`config.mk`:
```
export PLATFORM = sky130hd
export DESIGN_NAME = coast_window_gen
export DESIGN_NICKNAME = d
export VERILOG_FILES = /design/src/rtl/coast_pkg.sv /design/src/rtl/coast_edge_sync.sv /design/src/rtl/coast_line_tracker.sv /design/src/rtl/coast_post_timer.sv /design/src/rtl/coast_window_gen.sv
export SDC_FILE = /design/constraint.sdc
export NUM_CORES = 1
export LEC_CHECK = 0
export BUFFER_PORTS_ARGS = -buffer_cell sky130_fd_sc_hd__buf_2
export CAP_MARGIN = 0
export CELL_PAD_IN_SITES_DETAIL_PLACEMENT = 1
export CELL_PAD_IN_SITES_GLOBAL_PLACEMENT = 1
export CORE_AREA = 2 2 72 101
export CTS_CLUSTER_SIZE = 24
export DETAILED_ROUTE_END_ITERATION = 10
export DIE_AREA = 0 0 74 103
export PLACE_DENSITY = 0.75
export SYNTH_ARGS = -nofsm -noshare
export SYNTH_HDL_FRONTEND = slang
export SYNTH_SLANG_ARGS = --single-unit
```
`constraint.sdc`:
```
create_clock -name clk_i -period 3.2 [get_ports clk_i]
set_input_delay 0.64 -clock clk_i [delete_from_list [all_inputs] [get_ports clk_i]]
set_output_delay 0.64 -clock clk_i [all_outputs]
set_load 0.01 [all_outputs]
```
`src/rtl/coast_pkg.sv`:
```
package coast_pkg;
  localparam int unsigned DEF_LINE_W = 12;
  localparam int unsigned DEF_AMT_W  = 8;

  typedef struct packed {
    logic rise;
    logic fall;
    logic held;  // delayed level aligned with rise/fall actions
  } sync_ev_t;
endpackage

```
`src/rtl/coast_edge_sync.sv`:
```
module coast_edge_sync
  import coast_pkg::*;
#(
  parameter int unsigned N = 2
) (
  input  logic                 clk_i,
  input  logic                 rst_ni,
  input  logic [N-1:0]         sig_i,
  output sync_ev_t [N-1:0]     ev_o
);
  logic [N-1:0] q1, q2;

  always_ff @(posedge clk_i or negedge rst_ni) begin
    if (!rst_ni) begin
      q1 <= '0;
      q2 <= '0;
    end else begin
      q1 <= sig_i;
      q2 <= q1;
    end
  end

  for (genvar g = 0; g < N; g++) begin : g_ev
    assign ev_o[g].rise = q1[g] & ~q2[g];
    assign ev_o[g].fall = ~q1[g] & q2[g];
    assign ev_o[g].held = q2[g];
  end
endmodule

```
`src/rtl/coast_line_tracker.sv`:
```
module coast_line_tracker #(
  parameter int unsigned LINE_W = 12,
  parameter int unsigned AMT_W  = 8
) (
  input  logic              clk_i,
  input  logic              rst_ni,
  input  logic              hs_rise_i,
  input  logic              vs_rise_i,
  input  logic [AMT_W-1:0]  pre_lines_i,
  output logic [LINE_W-1:0] line_cnt_o,
  output logic [LINE_W-1:0] frame_len_o,
  output logic              frame_valid_o,
  output logic              pre_active_o
);
  localparam logic [LINE_W-1:0] LINE_MAX = '1;

  logic              seen_vs;
  logic [LINE_W-1:0] line_inc;
  logic [LINE_W-1:0] pre_ext;
  logic [LINE_W-1:0] pre_start;
  logic              pre_ok;

  assign line_inc  = (line_cnt_o == LINE_MAX) ? line_cnt_o : line_cnt_o + 1'b1;
  assign pre_ext   = LINE_W'(pre_lines_i);
  assign pre_start = frame_len_o - pre_ext + 1'b1;
  assign pre_ok    = frame_valid_o && (pre_ext != '0) && (pre_ext < frame_len_o);

  always_ff @(posedge clk_i or negedge rst_ni) begin
    if (!rst_ni) begin
      line_cnt_o    <= '0;
      frame_len_o   <= '0;
      frame_valid_o <= 1'b0;
      seen_vs       <= 1'b0;
    end else if (vs_rise_i) begin
      frame_len_o <= line_cnt_o;
      line_cnt_o  <= hs_rise_i ? LINE_W'(1) : '0;
      seen_vs     <= 1'b1;
      if (seen_vs) frame_valid_o <= 1'b1;
    end else if (hs_rise_i) begin
      line_cnt_o <= line_inc;
    end
  end

  always_ff @(posedge clk_i or negedge rst_ni) begin
    if (!rst_ni)                                        pre_active_o <= 1'b0;
    else if (vs_rise_i)                                 pre_active_o <= 1'b0;
    else if (hs_rise_i && pre_ok && line_inc == pre_start) pre_active_o <= 1'b1;
  end
endmodule

```
`src/rtl/coast_post_timer.sv`:
```
module coast_post_timer #(
  parameter int unsigned AMT_W = 8
) (
  input  logic             clk_i,
  input  logic             rst_ni,
  input  logic             hs_rise_i,
  input  logic             vs_rise_i,
  input  logic             vs_fall_i,
  input  logic [AMT_W-1:0] post_lines_i,
  output logic             post_active_o
);
  logic [AMT_W-1:0] remain;

  always_ff @(posedge clk_i or negedge rst_ni) begin
    if (!rst_ni) begin
      post_active_o <= 1'b0;
      remain        <= '0;
    end else if (vs_rise_i) begin
      post_active_o <= 1'b0;
      remain        <= '0;
    end else if (vs_fall_i) begin
      post_active_o <= (post_lines_i != '0);
      remain        <= post_lines_i;
    end else if (post_active_o && hs_rise_i) begin
      remain <= remain - 1'b1;
      if (remain == AMT_W'(1)) post_active_o <= 1'b0;
    end
  end
endmodule

```
`src/rtl/coast_window_gen.sv`:
```
module coast_window_gen
  import coast_pkg::*;
#(
  parameter int unsigned LINE_W = DEF_LINE_W,
  parameter int unsigned AMT_W  = DEF_AMT_W
) (
  input  logic             clk_i,
  input  logic             rst_ni,
  input  logic             hsync_i,
  input  logic             vsync_i,
  input  logic [AMT_W-1:0] pre_lines_i,
  input  logic [AMT_W-1:0] post_lines_i,
  output logic             coast_o
);
  localparam int unsigned HS = 0;
  localparam int unsigned VS = 1;

  sync_ev_t [1:0]    ev;
  logic              hs_rise, vs_rise, vs_fall, vs_held;
  logic [LINE_W-1:0] line_cnt, frame_len;
  logic              frame_valid, pre_active, post_active;

  coast_edge_sync #(.N(2)) u_sync (
    .clk_i  (clk_i),
    .rst_ni (rst_ni),
    .sig_i  ({vsync_i, hsync_i}),
    .ev_o   (ev)
  );

  assign hs_rise = ev[HS].rise;
  assign vs_rise = ev[VS].rise;
  assign vs_fall = ev[VS].fall;
  assign vs_held = ev[VS].held;

  coast_line_tracker #(.LINE_W(LINE_W), .AMT_W(AMT_W)) u_track (
    .clk_i         (clk_i),
    .rst_ni        (rst_ni),
    .hs_rise_i     (hs_rise),
    .vs_rise_i     (vs_rise),
    .pre_lines_i   (pre_lines_i),
    .line_cnt_o    (line_cnt),
    .frame_len_o   (frame_len),
    .frame_valid_o (frame_valid),
    .pre_active_o  (pre_active)
  );

  coast_post_timer #(.AMT_W(AMT_W)) u_post (
    .clk_i         (clk_i),
    .rst_ni        (rst_ni),
    .hs_rise_i     (hs_rise),
    .vs_rise_i     (vs_rise),
    .vs_fall_i     (vs_fall),
    .post_lines_i  (post_lines_i),
    .post_active_o (post_active)
  );

  assign coast_o = pre_active | vs_held | post_active;
endmodule

```
# Word level (Yosys, flattened, before mapping)
# Cells that the tools add are included.
[word_totals]
ramBits = 0
rom_bits = 0
latchBits = 0
regBits = 40
word_cells = 51
memories = 0
out_inout_bits = 1
[classes]
bitwise = 8
n_div = 0
multipliers = 0
n_lt_le_gt_ge = 1
eq_ne = 3
muxes = 13
n_shift = 0
n_addsub = 4
reduce_logical = 13
[op_table]
columns = ["operator", "count"]
rows = [
  ["$mux W12", 3],
  ["$add A12 B1 Y12 const B", 2],
  ["$mux W8", 3],
  ["$eq A12 B12 Y1", 1],
  ["$eq A12 B12 Y1 const B", 1],
  ["$lt A8 B12 Y1", 1],
  ["$reduce_bool A12 Y1", 1],
  ["$sub A12 B8 Y12", 1],
  ["$eq A8 B1 Y1 const B", 1],
  ["$reduce_bool A8 Y1", 1],
  ["$sub A8 B1 Y8 const B", 1],
  ["$mux W1", 7],
  ["$reduce_bool A3 Y1", 2],
  ["$logic_and A1 B1 Y1", 5],
  ["$reduce_and A2 Y1", 2],
  ["$reduce_bool A2 Y1", 2],
  ["$and A1 B1 Y1", 3],
  ["$not A1 Y1", 3],
  ["$or A1 B1 Y1", 2],
]

# Depth between registers and ports, before layout
# Gate-level depths: netlist (run 1).
[depth]
ltp_word = 7
mapped_depth = 13
ltp_nobuf = 13

# Hierarchy
# Synthesis (run 1) repeated with hierarchy kept, for this count alone.
[unflattened]
cells_unflattened = 363
hier_area_um2 = 3218.1
[by_module_without_submodules]
columns = ["module", "cells_each", "instances", "area_each_um2"]
rows = [
  ["coast_line_tracker", 283, 1, 2459.9],
  ["coast_post_timer", 71, 1, 616.8],
  ["coast_edge_sync", 8, 1, 135.1],
  ["coast_window_gen", 1, 1, 6.3],
]

# Worst setup path before layout (run 1)
# No wires, ideal clock.
[synth_timing]
path_type = "input port to flip-flop"
start = "input port pre_lines_i[1]"
end = "register u_track.pre_active_o"
path_slack_ns = 0.495
setup_time_ns = 0.092
stages = 11
arrival_time_ns = 2.613
cell_sequence = "ha_1 inv_1 ha_1 inv_1 fa_1 xnor2_1 nand3_1 o22ai_1 a21oi_1 mux2_2 o31ai_2"
[synth_via]
elab_chain_len = 6
word_cells_on_any_way = 10
classes_between = "2 x add/sub; 1 x order compare; 1 x eq/ne; 6 x reduce/logical"
[synth_lines]
columns = ["element", "line", "rtl"]
rows = [
  ["from (decl)", "coast_window_gen.sv:11", "input logic [AMT_W-1:0] pre_lines_i,"],
  ["branches (longest 4 deep; another with $sub A12 B8 Y12)", "-", ""],
  ["$logic_and A1 B1 Y1 *", "coast_line_tracker.sv:47", "else if (hs_rise_i && pre_ok && line_inc == pre_start) pre_active_o <= 1'b1;"],
  ["$reduce_bool A2 Y1 (no line) *", "-", ""],
  ["to (signal assigned)", "coast_line_tracker.sv:45", "if (!rst_ni) pre_active_o <= 1'b0;"],
  ["to (signal assigned)", "coast_line_tracker.sv:46", "else if (vs_rise_i) pre_active_o <= 1'b0;"],
  ["to (signal assigned)", "coast_line_tracker.sv:47", ""],
  ["to (decl)", "coast_line_tracker.sv:13", "output logic pre_active_o"],
]
# Every way passes the cells marked *.
# A chain may end at the register's enable or synchronous reset.

# Worst setup path after layout (run 1)
[layout_timing]
start = "register u_track.line_cnt_o[0]"
end = "register u_track.pre_active_o"
[layout_via]
elab_chain_len = 5
word_cells_on_any_way = 6
classes_between = "1 x add/sub; 2 x eq/ne; 1 x mux; 2 x reduce/logical"
[layout_lines]
columns = ["element", "line", "rtl"]
rows = [
  ["from (decl)", "coast_line_tracker.sv:10", "output logic [LINE_W-1:0] line_cnt_o,"],
  ["from (signal assigned)", "coast_line_tracker.sv:36", "line_cnt_o <= hs_rise_i ? LINE_W'(1) : '0;"],
  ["from (signal assigned)", "coast_line_tracker.sv:40", "line_cnt_o <= line_inc;"],
  ["$add A12 B1 Y12 / $eq A12 B12 Y1 (equally long branches)", "coast_line_tracker.sv:23", "assign line_inc = (line_cnt_o == LINE_MAX) ? line_cnt_o : line_cnt_o + 1'b1;"],
  ["$mux W12 *", "coast_line_tracker.sv:23", ""],
  ["$eq A12 B12 Y1 *", "coast_line_tracker.sv:47", ""],
  ["$logic_and A1 B1 Y1 *", "coast_line_tracker.sv:47", ""],
  ["$reduce_bool A2 Y1 (no line) *", "-", ""],
]
# Every way passes the cells marked *; elsewhere a longest branch is shown, timed or not.

==> impl_metrics.ini, run 1 <==
[power]
power_leakage_nw = 1.45
swShare = 0.323
finalPower_mw = 1.27
p_comb_frac = 0.237
p_sw_uw = 411
clkPwrFrac = 0.282
ir_drop_uv = 240
powerDensity_nw_per_um2 = 386
pwr-share-seq = 0.480
p_int_uw = 862

[grt]
grt.total_usage = 0.223
antenna_found_initial = 0
grt_pass1_vias = 2785
grt_max_degree = 41
grt_overflow = 0
grt_pass1_wl_um = 13000

[worst_setup_path]
rr_endpoint = u_track.pre_active_o
cp.required_ps = 3420
slowest_delay_ps = 600
path_cells = ha_1 -> nand4_1 -> or4b_1 -> and3_1 -> or3_1 -> a22oi_1 -> nand4_1 -> o31ai_2
critical-path-slowest-cell = or4b_1
reg2reg_depth = 8
start_kind = flip-flop
arrival_ps = 3050
path_max_fanout = 7
critPathTopFamily = simple AND/OR/NAND/NOR gates
crit_buf_inv = 0
path_common_cell = nand4_1
critPathKind = flip-flop to flip-flop
r2r_setup_slack_ps = 370
worstSetupEndpointType = flip-flop
r2r_start = u_track.line_cnt_o[0]

[floorplan]
start_util = 0.442
die_area_um2 = 7620
dieWidth_um = 74
die_h_um = 103
coreArea_um2 = 6800
core.rowCount = 36
io_pins = 21

[clock_tree]
cts_buffer_depth = 2
cts.repair.resized = 0
insertion_delay_ps = 300
clockRootBuffer = clkbuf_8
cts_tree = yes
cts_made_buffers = 5
path_clk_slew_ps = 80
h-tree-depth = 2
clock_sinks = 40
cts_setup_buffers = 0
cts_hold_buf = 0

[sta]
drv_slew = 0
skew_ps = 5.25
fin_crit_ps = 2830
worst_pin_slew_ps = 941
rsz0062_at_grt = false
max_slew_margin = 0.373
setup_slack_ps = 365
hold_viol = 0
finalSetupTns_ps = 0
max_freq_ghz = 0.353
setup_viol = 0
period_share = 0.886

[placed_design]
place_ws_ps = 175
place.gp.congestion = 0.825
hpwl_um = 5970
io_buffers = 20
placed_cell_area_um2 = 3210

[flow_run]
drv_cap = 0

[min_path]
min_to = u_sync.q2[0]
hold_path_class = flip-flop to flip-flop
min_path_cells = 0
hp-start = u_sync.q1[0]

[yosys]
synth_edf_count = 0
synth_common_cells = 40 x dfrtp_1, 33 x nand2_1, 32 x o21ai_0
synth_nets = 405
synthFlopType = dfrtp_1
yosysMostFrequentCell = dfrtp_1
synth_top_cell_by_area = dfrtp_1
synthesis.area_um2 = 3010
yosysUniqueCellTypes = 52
synth-seq-area-share = 0.333
synthArstFlopShare = 1.00
synth.area.top_cells = dfrtp_1 33%, ha_1 13%, o21ai_0 5.3%
netlist.area_leader.share = 0.333
netlist_instances = 353
syn_area_per_cell_um2 = 8.52
ys_seq_elements = 40
ys.warnings.count = 0

[drt]
routedWlPerCell_um = 16.3
ant_nets = 0
viasPerCell = 5.63
num_vias = 2629
remaining_drc_errors = 0
routed_wl_um = 7630
first_pass_iters = 4
drtIter0Drc = 76

[layout]
fin_nets = 423
stdcell_area_um2 = 3300
antenna_cells = 0
drive_gt1_frac = 0.0995
layout-area-overhead-vs-synth_pct = 9.61

[outcome]
status = complete, no violations
power by group through the flow:
stage	Sequential [mW]	Combinational, mW	Clock (mW)
finish	0.612	0.302	0.359
floorplan	0.596	0.233	0
global placement	0.617	0.294	0
detailed placement	0.621	0.305	0
global route	0.623	0.351	0.396
CTS	0.612	0.308	0.378
final cells by class:
| type | instances | area [um^2] |
|---|---|---|
| clock buffer | 8 | 90.1 |
| fill | 831 | 3500 |
| inverter | 29 | 109 |
| multi-input combinational | 270 | 1840 |
| sequential | 40 | 1000 |
| tap | 95 | 119 |
| timing repair buffer | 25 | 138 |
cells by family (layout without fill, tap and decap cells):
group	Yosys count	count (layout)	synth area share
compound gates	83	83	0.173
xor+xnor	20	20	0.0628
fa+ha+maj	32	32	0.136
buf+inv	43	62	0.0562
flops	40	40	0.333
mux	6	6	0.0204
simple gates	129	129	0.220
worst max path at each step:
stage                                     start                   end  slack, ps  cells after the start
after detailed placement         pre_lines_i[1]  u_track.pre_active_o        180                     12
final                     u_track.line_cnt_o[0]  u_track.pre_active_o        370                      8
after floorplan                  pre_lines_i[1]  u_track.pre_active_o        500                     11
after global placement           pre_lines_i[1]  u_track.pre_active_o        240                     12
after CTS                 u_track.line_cnt_o[1]  u_track.pre_active_o        360                      8
after global routing      u_track.line_cnt_o[0]  u_track.pre_active_o        160                      8
state kept, by name (all words and copies together), names as in the netlist:
register,count
u_post.remain,8
u_post.post_active_o,1
u_track.frame_valid_o,1
u_sync.q1,2
u_track.seen_vs,1
u_track.line_cnt_o,12
u_track.pre_active_o,1
u_sync.q2,2
u_track.frame_len_o,12
worst register-to-register path: stages, from the launching register on:
cell and delay, ps:
dfrtp_1 480, ha_1 310, nand4_1 310, or4b_1 610, and3_1 190, or3_1 360, a22oi_1 150, nand4_1 140
o31ai_2 220
cells in the final DEF, fill, tap and decap left out, types with 9 or more instances in the layout:
| cell | instances |
|---|---|
| dfrtp_1 | 40 |
| nand2_1 | 33 |
| o21ai_0 | 32 |
| ha_1 | 31 |
| inv_1 | 29 |
| nor2_1 | 24 |
| buf_2 | 20 |
| a21oi_1 | 15 |
| xnor2_1 | 14 |
| nor3_1 | 13 |
| or3_1 | 9 |
stage by stage:
step	hold WS [ps]	util	instances
after floorplan	344	-	353
after global placement	384	0.471	459
after detailed placement	391	0.471	459
after CTS	410	0.485	467
after global routing	423	0.485	467
final	400	0.485	467
metal layers:
metal | share of wire | track usage | vias to the layer above
met5 | 0 | 0 | -
met4 | 0.035 | 0.0979 | 0
met3 | 0.016 | 0.0293 | 19
met2 | 0.53 | 0.409 | 43
met1 | 0.42 | 0.254 | 1272
li1 | - | - | 1295
Note: power is estimated with default switching activity, not from simulation.
==> run 2: changes to the inputs <==
ABC_AREA = 1   (was not set)
BUFFER_PORTS_ARGS = not set   (was -buffer_cell sky130_fd_sc_hd__buf_2)
CORE_AREA = 2 2 75 106   (was 2 2 72 101)
DIE_AREA = 0 0 77 108   (was 0 0 74 103)
DONT_BUFFER_PORTS = 1   (was not set)
==> run 2 against run 1 <==
Compared with the run above: largest power group unchanged; flip-flop and latch count did not move; final area rose by 6.0%; sequential power fell by 3%; synthesized cell count rose by 38%; die area rose by 9.1%; highest routed layer unchanged; non-clock buffer count fell by 24; fmax rose by 6.5%; combinational power rose by 30%; largest cell class unchanged.
==> impl_metrics.ini, run 2 <==
[outcome]
status = complete, no violations

[grt]
grt.total_usage = 0.250
grt_pass1_wl_um = 16000
grt_overflow = 0
grt_pass1_vias = 3279
antenna_found_initial = 0
grt_max_degree = 41

[layout]
fin_nets = 540
antenna_cells = 0
final_cell_mix = 140 x nand2_1, 86 x inv_1, 50 x nand3_1
drive_gt1_frac = 0.0368
stdcell_area_um2 = 3490
layout.cells.non_filler = 586
final_common_cell = nand2_1
top_regs = u_track.frame_len_o (12), u_track.line_cnt_o (12), u_post.remain (8)
layout-area-overhead-vs-synth_pct = 6.12
nFillCells = 1037

[drt]
remaining_drc_errors = 0
num_vias = 3077
drtIter0Drc = 79
ant_nets = 0
routedWlPerCell_um = 16.0
viasPerCell = 5.25
routed_wl_um = 9380
first_pass_iters = 4

[floorplan]
core.rowCount = 37
dieWidth_um = 77
die_h_um = 108
start_util = 0.450
die_area_um2 = 8320
coreArea_um2 = 7310
io_pins = 21

[yosys]
yosysMostFrequentCell = nand2_1
yosysUniqueCellTypes = 35
netlist_instances = 486
synth_edf_count = 0
synth_common_cells = 140 x nand2_1, 86 x inv_1, 50 x nand3_1
synth.area.top_cells = dfrtp_1 30%, nand2_1 16%, ha_1 12%
synth_nets = 538
synthArstFlopShare = 1.00
syn_area_per_cell_um2 = 6.78
ys.warnings.count = 0
synthesis.area_um2 = 3290
netlist.area_leader.share = 0.304
synth-seq-area-share = 0.304
ys_seq_elements = 40
synth_top_cell_by_area = dfrtp_1
synthFlopType = dfrtp_1

[clock_tree]
h-tree-depth = 2
cts_hold_buf = 0
cts_buffer_depth = 2
cts_setup_buffers = 0
path_clk_slew_ps = 90
cts.repair.resized = 0
cts_tree = yes
clockRootBuffer = clkbuf_8
insertion_delay_ps = 310
cts_made_buffers = 5
clock_sinks = 40

[worst_setup_path]
path_max_fanout = 4
critical-path-slowest-cell = fa_1
start_kind = flip-flop
slowest_delay_ps = 400
crit_buf_inv = 4
critPathTopFamily = simple AND/OR/NAND/NOR gates
critPathKind = flip-flop to flip-flop
cp-startpoint = u_track.frame_len_o[1]
r2r_start = u_track.frame_len_o[1]
worstSetupEndpointType = flip-flop
arrival_ps = 2910
path_cells = inv_1 -> ha_1 -> inv_1 -> ha_1 -> inv_1 -> fa_1 -> inv_1 -> nand2_1 -> nand2_1 -> nand3_1 -> nand2_1 -> nand2_1 -> nand3_1 -> nand3_1 -> nor2_1 -> nand3_1 -> a21oi_2
cp.required_ps = 3440

[sta]
setup_viol = 0
drv_slew = 0
fin_crit_ps = 2660
skew_ps = 9.02
max_freq_ghz = 0.376
fin_hold_ws_ps = 16.1
finalSetupTns_ps = 0
hold_viol = 0
period_share = 0.832
rsz0062_at_grt = false
max_slew_margin = 0.704
worst_pin_slew_ps = 443

[placed_design]
hpwl_um = 7520
placed_cell_area_um2 = 3390
io_buffers = 0
dpl.cell_count = 578
place.gp.congestion = 0.834

[power]
powerDensity_nw_per_um2 = 405
ir_drop_uv = 311
power_leakage_nw = 1.84

[flow_run]
drv_cap = 0

[min_path]
hold_path_class = input pin to asynchronous set/reset pin
==> run 2: changes by cell type after synthesis, sizes merged, moves of 6 or more <==
cell | before | now
o22ai | 2 | 9
inv | 29 | 87
nor3 | 14 | 0
nand3 | 9 | 52
nor2 | 24 | 47
xnor2 | 14 | 1
nand2b | 6 | 0
nand2 | 33 | 142
nor4 | 8 | 1
or3 | 9 | 0
==> run 2: layout make-up <==
cell class,instances,area (um^2),area share
clock buffers,6,72.6,0.0208
clock inverters,2,35.0,0.0100
inverters,87,327,0.0934
multi-input cells,353,1930,0.552
flip-flops and latches,40,1000,0.286
well taps,97,121,0.0347
repair buffers,1,7.51,0.00215
==> run 2: worst paths after layout <==
check | endpoint | slack, ps | cells after the start
min in group clk_i | u_sync.q1[0] | 360 | 0
worst min register to register | u_sync.q2[0] | 390 | 0
worst max register to register | u_track.pre_active_o | 540 | 17
worst min-delay path | u_track.frame_len_o[3] | 20 | 0
worst max-delay path | u_track.pre_active_o | 540 | 17
max in group asynchronous | u_track.frame_len_o[11] | 3080 | 0
==> run 2: kinds of logic (layout without fill, tap and decap cells) <==
kind of cell	after synthesis	in the layout	synth area share
fa+ha+maj	32	32	0.124
simple gates	253	253	0.332
buf+inv	93	96	0.110
xor+xnor	9	9	0.0281
compound gates	59	59	0.102
flops	40	40	0.304
==> run 2: per-layer routing <==
layer,part of all wire,global-route usage,vias to the layer above
met2,0.56,0.495,38
met3,0.016,0.0301,13
li1,-,-,1557
met4,0.023,0.0829,0
met5,0,0,-
met1,0.40,0.273,1469
==> run 2: per-stage QoR <==
stage / power, mW / setup WS [ps] / utilization
after floorplan: 0.898 / 636 / -
after global placement: 0.981 / 429 / 0.463
after detailed placement: 0.996 / 314 / 0.463
after CTS: 1.43 / 546 / 0.478
after global routing: 1.52 / 232 / 0.478
final: 1.42 / 538 / 0.478
==> run 2: power breakdown <==
group	switching [mW]	leakage (nW)	total, mW	internal [mW]
Sequential	0.0402	0.520	0.593	0.553
Combinational	0.243	1.26	0.392	0.148
Clock	0.199	0.0552	0.431	0.232
==> run 3: changes to the inputs <==
ABC_AREA = 0   (was 1)
CORE_AREA = 2 2 73 103   (was 2 2 75 106)
DIE_AREA = 0 0 75 105   (was 0 0 77 108)
PLACE_DENSITY = 0.72   (was 0.75)
clock period = 2.23 ns   (was 3.2 ns; I/O delays follow)
==> run 3 against run 2 <==
Compared with the run above: the flow now finishes with violations (setup timing); largest power group unchanged; combinational power is 44% higher; final area is 6.3% higher; sequential power is 46% higher; clock skew is 1.6 ps lower; final cell count is 16% lower; critical path type unchanged; die area is 5.3% lower; global-route usage is 1.3 points lower; register-to-register slack worse by 790 ps.
==> impl_metrics.ini, run 3 (synthesis results as in run 1) <==
[worst_setup_path]
rr_endpoint = u_track.pre_active_o
path_max_fanout = 3
critPathTopFamily = compound AO/OA/AOI/OAI gates
slowest_delay_ps = 370
crit_buf_inv = 3
cp.required_ps = 2440
path_cells = inv_2 -> ha_4 -> inv_2 -> ha_4 -> inv_2 -> fa_2 -> nor2b_1 -> o21a_1 -> or3_1 -> a21o_1 -> a22oi_1 -> nand4_1 -> o31ai_2
r2r_start = u_track.frame_len_o[1]
start_kind = flip-flop
critPathKind = flip-flop to flip-flop
path_common_cell = inv_2
critical-path-slowest-cell = or3_1
arrival_ps = 2690
cp-startpoint = u_track.frame_len_o[1]
reg2reg_depth = 13
r2r_setup_slack_ps = -250
worstSetupEndpointType = flip-flop

[layout]
top_regs = u_track.frame_len_o (12), u_track.line_cnt_o (12), u_post.remain (8)
antenna_cells = 0
drive_gt1_frac = 0.194
post-route-util = 0.539
stdcell_area_um2 = 3710
layout-area-overhead-vs-synth_pct = 23.5
fin_nets = 448
nFillCells = 828
final_cell_mix = 48 x buf_4, 40 x dfrtp_1, 33 x nand2_1
layout.cells.non_filler = 491
final_common_cell = buf_4

[sta]
max_slew_margin = 0.588
worst_pin_slew_ps = 613
setup_slack_ps = -251
max_freq_ghz = 0.403
hold_viol = 0
rsz0062_at_grt = true
fin_crit_ps = 2480
period_share = 1.11
finalSetupTns_ps = -251
skew_ps = 7.43
fin_hold_ws_ps = 167
setup_viol = 1
drv_slew = 0

[drt]
drtIter0Drc = 98
num_vias = 2751
viasPerCell = 5.60
first_pass_iters = 4
remaining_drc_errors = 0
routedWlPerCell_um = 17.4
routed_wl_um = 8540
ant_nets = 0

[power]
finalPower_mw = 2.15
p_comb_frac = 0.262
pwr-share-seq = 0.404
power_leakage_nw = 1.64
powerDensity_nw_per_um2 = 578
swShare = 0.297
clkPwrFrac = 0.334
p_int_mw = 1.51
p_sw_uw = 638
ir_drop_uv = 438

[clock_tree]
h-tree-depth = 2
cts_tree = yes
cts_made_buffers = 5
clock_sinks = 40
path_clk_slew_ps = 90
cts_buffer_depth = 2
insertion_delay_ps = 300
clockRootBuffer = clkbuf_8

[placed_design]
place.gp.congestion = 0.807
placed_cell_area_um2 = 3490
io_buffers = 0
dpl.cell_count = 481
place_ws_ps = -402
hpwl_um = 6570

[grt]
grt_max_degree = 41
antenna_found_initial = 0
grt_overflow = 0
grt.total_usage = 0.237
grt_pass1_wl_um = 14300
grt_pass1_vias = 2993

[floorplan]
coreArea_um2 = 6890
start_util = 0.436
io_pins = 21
die_h_um = 105
core.rowCount = 36
die_area_um2 = 7880
dieWidth_um = 75

[outcome]
violations = setup timing
status = finished with violations

[min_path]
hp-start = hsync_i
min_path_cells = 0
min_to = u_sync.q1[0]
hold_path_class = input pin to flip-flop

[flow_run]
drv_cap = 0
-- run 3: cell count changes in the layout (fill, tap and decap cells not counted), moves of 6 or more --
cell	change
nand2b_1	+6
nand2_1	-107
ha_1	-6
xnor2_1	+11
nand3_1	-42
buf_4	+47
or3_1	+9
nor2_1	-20
inv_1	-60
o22ai_1	-7
nor4_1	+6
nor3_1	+13
-- run 3: worst max path at each step --
stage / cells past startpoint / slack [ps] / endpoint
floorplan: 12 / -210 / u_track.pre_active_o
global placement: 10 / -320 / u_track.pre_active_o
detailed placement: 10 / -400 / u_track.pre_active_o
CTS: 12 / -250 / u_track.pre_active_o
global route: 11 / -410 / u_track.pre_active_o
finish: 13 / -250 / u_track.pre_active_o
-- run 3: what timing repair did --
item | CTS | global route
endpoints found under the setup margin | 1 | 1
buffers inserted | 2 | 0
hold buffers | 2 | 0
pin swaps | 12 | 4
gates resized for setup | 9 | 2
hold endpoints to repair | 40 | 0
gates cloned | 0 | 0
-- run 3: cell type report --
class | count | area (um^2) | area share
tap | 95 | 119 | 0.0320
timing repair buffer | 50 | 398 | 0.107
clock buffer | 5 | 68.8 | 0.0185
clock inverter | 2 | 60.1 | 0.0162
inverter | 29 | 109 | 0.0293
sequential | 40 | 1000 | 0.270
multi-input combinational | 270 | 1960 | 0.527
-- run 3: worst reg2reg max path, delay by kind of cell, from the launching register on --
kind | cells | cell delay [ps]
buffers and inverters | 3 | 150
AND/OR/NAND/NOR | 3 | 550
flip-flops | 1 | 350
AO/OA/AOI/OAI | 4 | 740
adder cells (fa/ha/maj) | 3 | 600
-- run 3: power by group through the flow --
stage | combinational [mW] | sequential [mW] | clock [mW]
after floorplan | 0.366 | 0.856 | 0
after global placement | 0.478 | 0.874 | 0
after detailed placement | 0.500 | 0.878 | 0
after CTS | 0.565 | 0.866 | 0.738
after global routing | 0.634 | 0.878 | 0.764
final | 0.563 | 0.866 | 0.717
-- run 3: routing by layer --
layer  vias up  track usage  share of wire
li1       1341            -              -
met1      1362        0.277           0.41
met2        38        0.436           0.54
met3        10       0.0309          0.028
met4         0       0.0599          0.016
met5         -            0              0
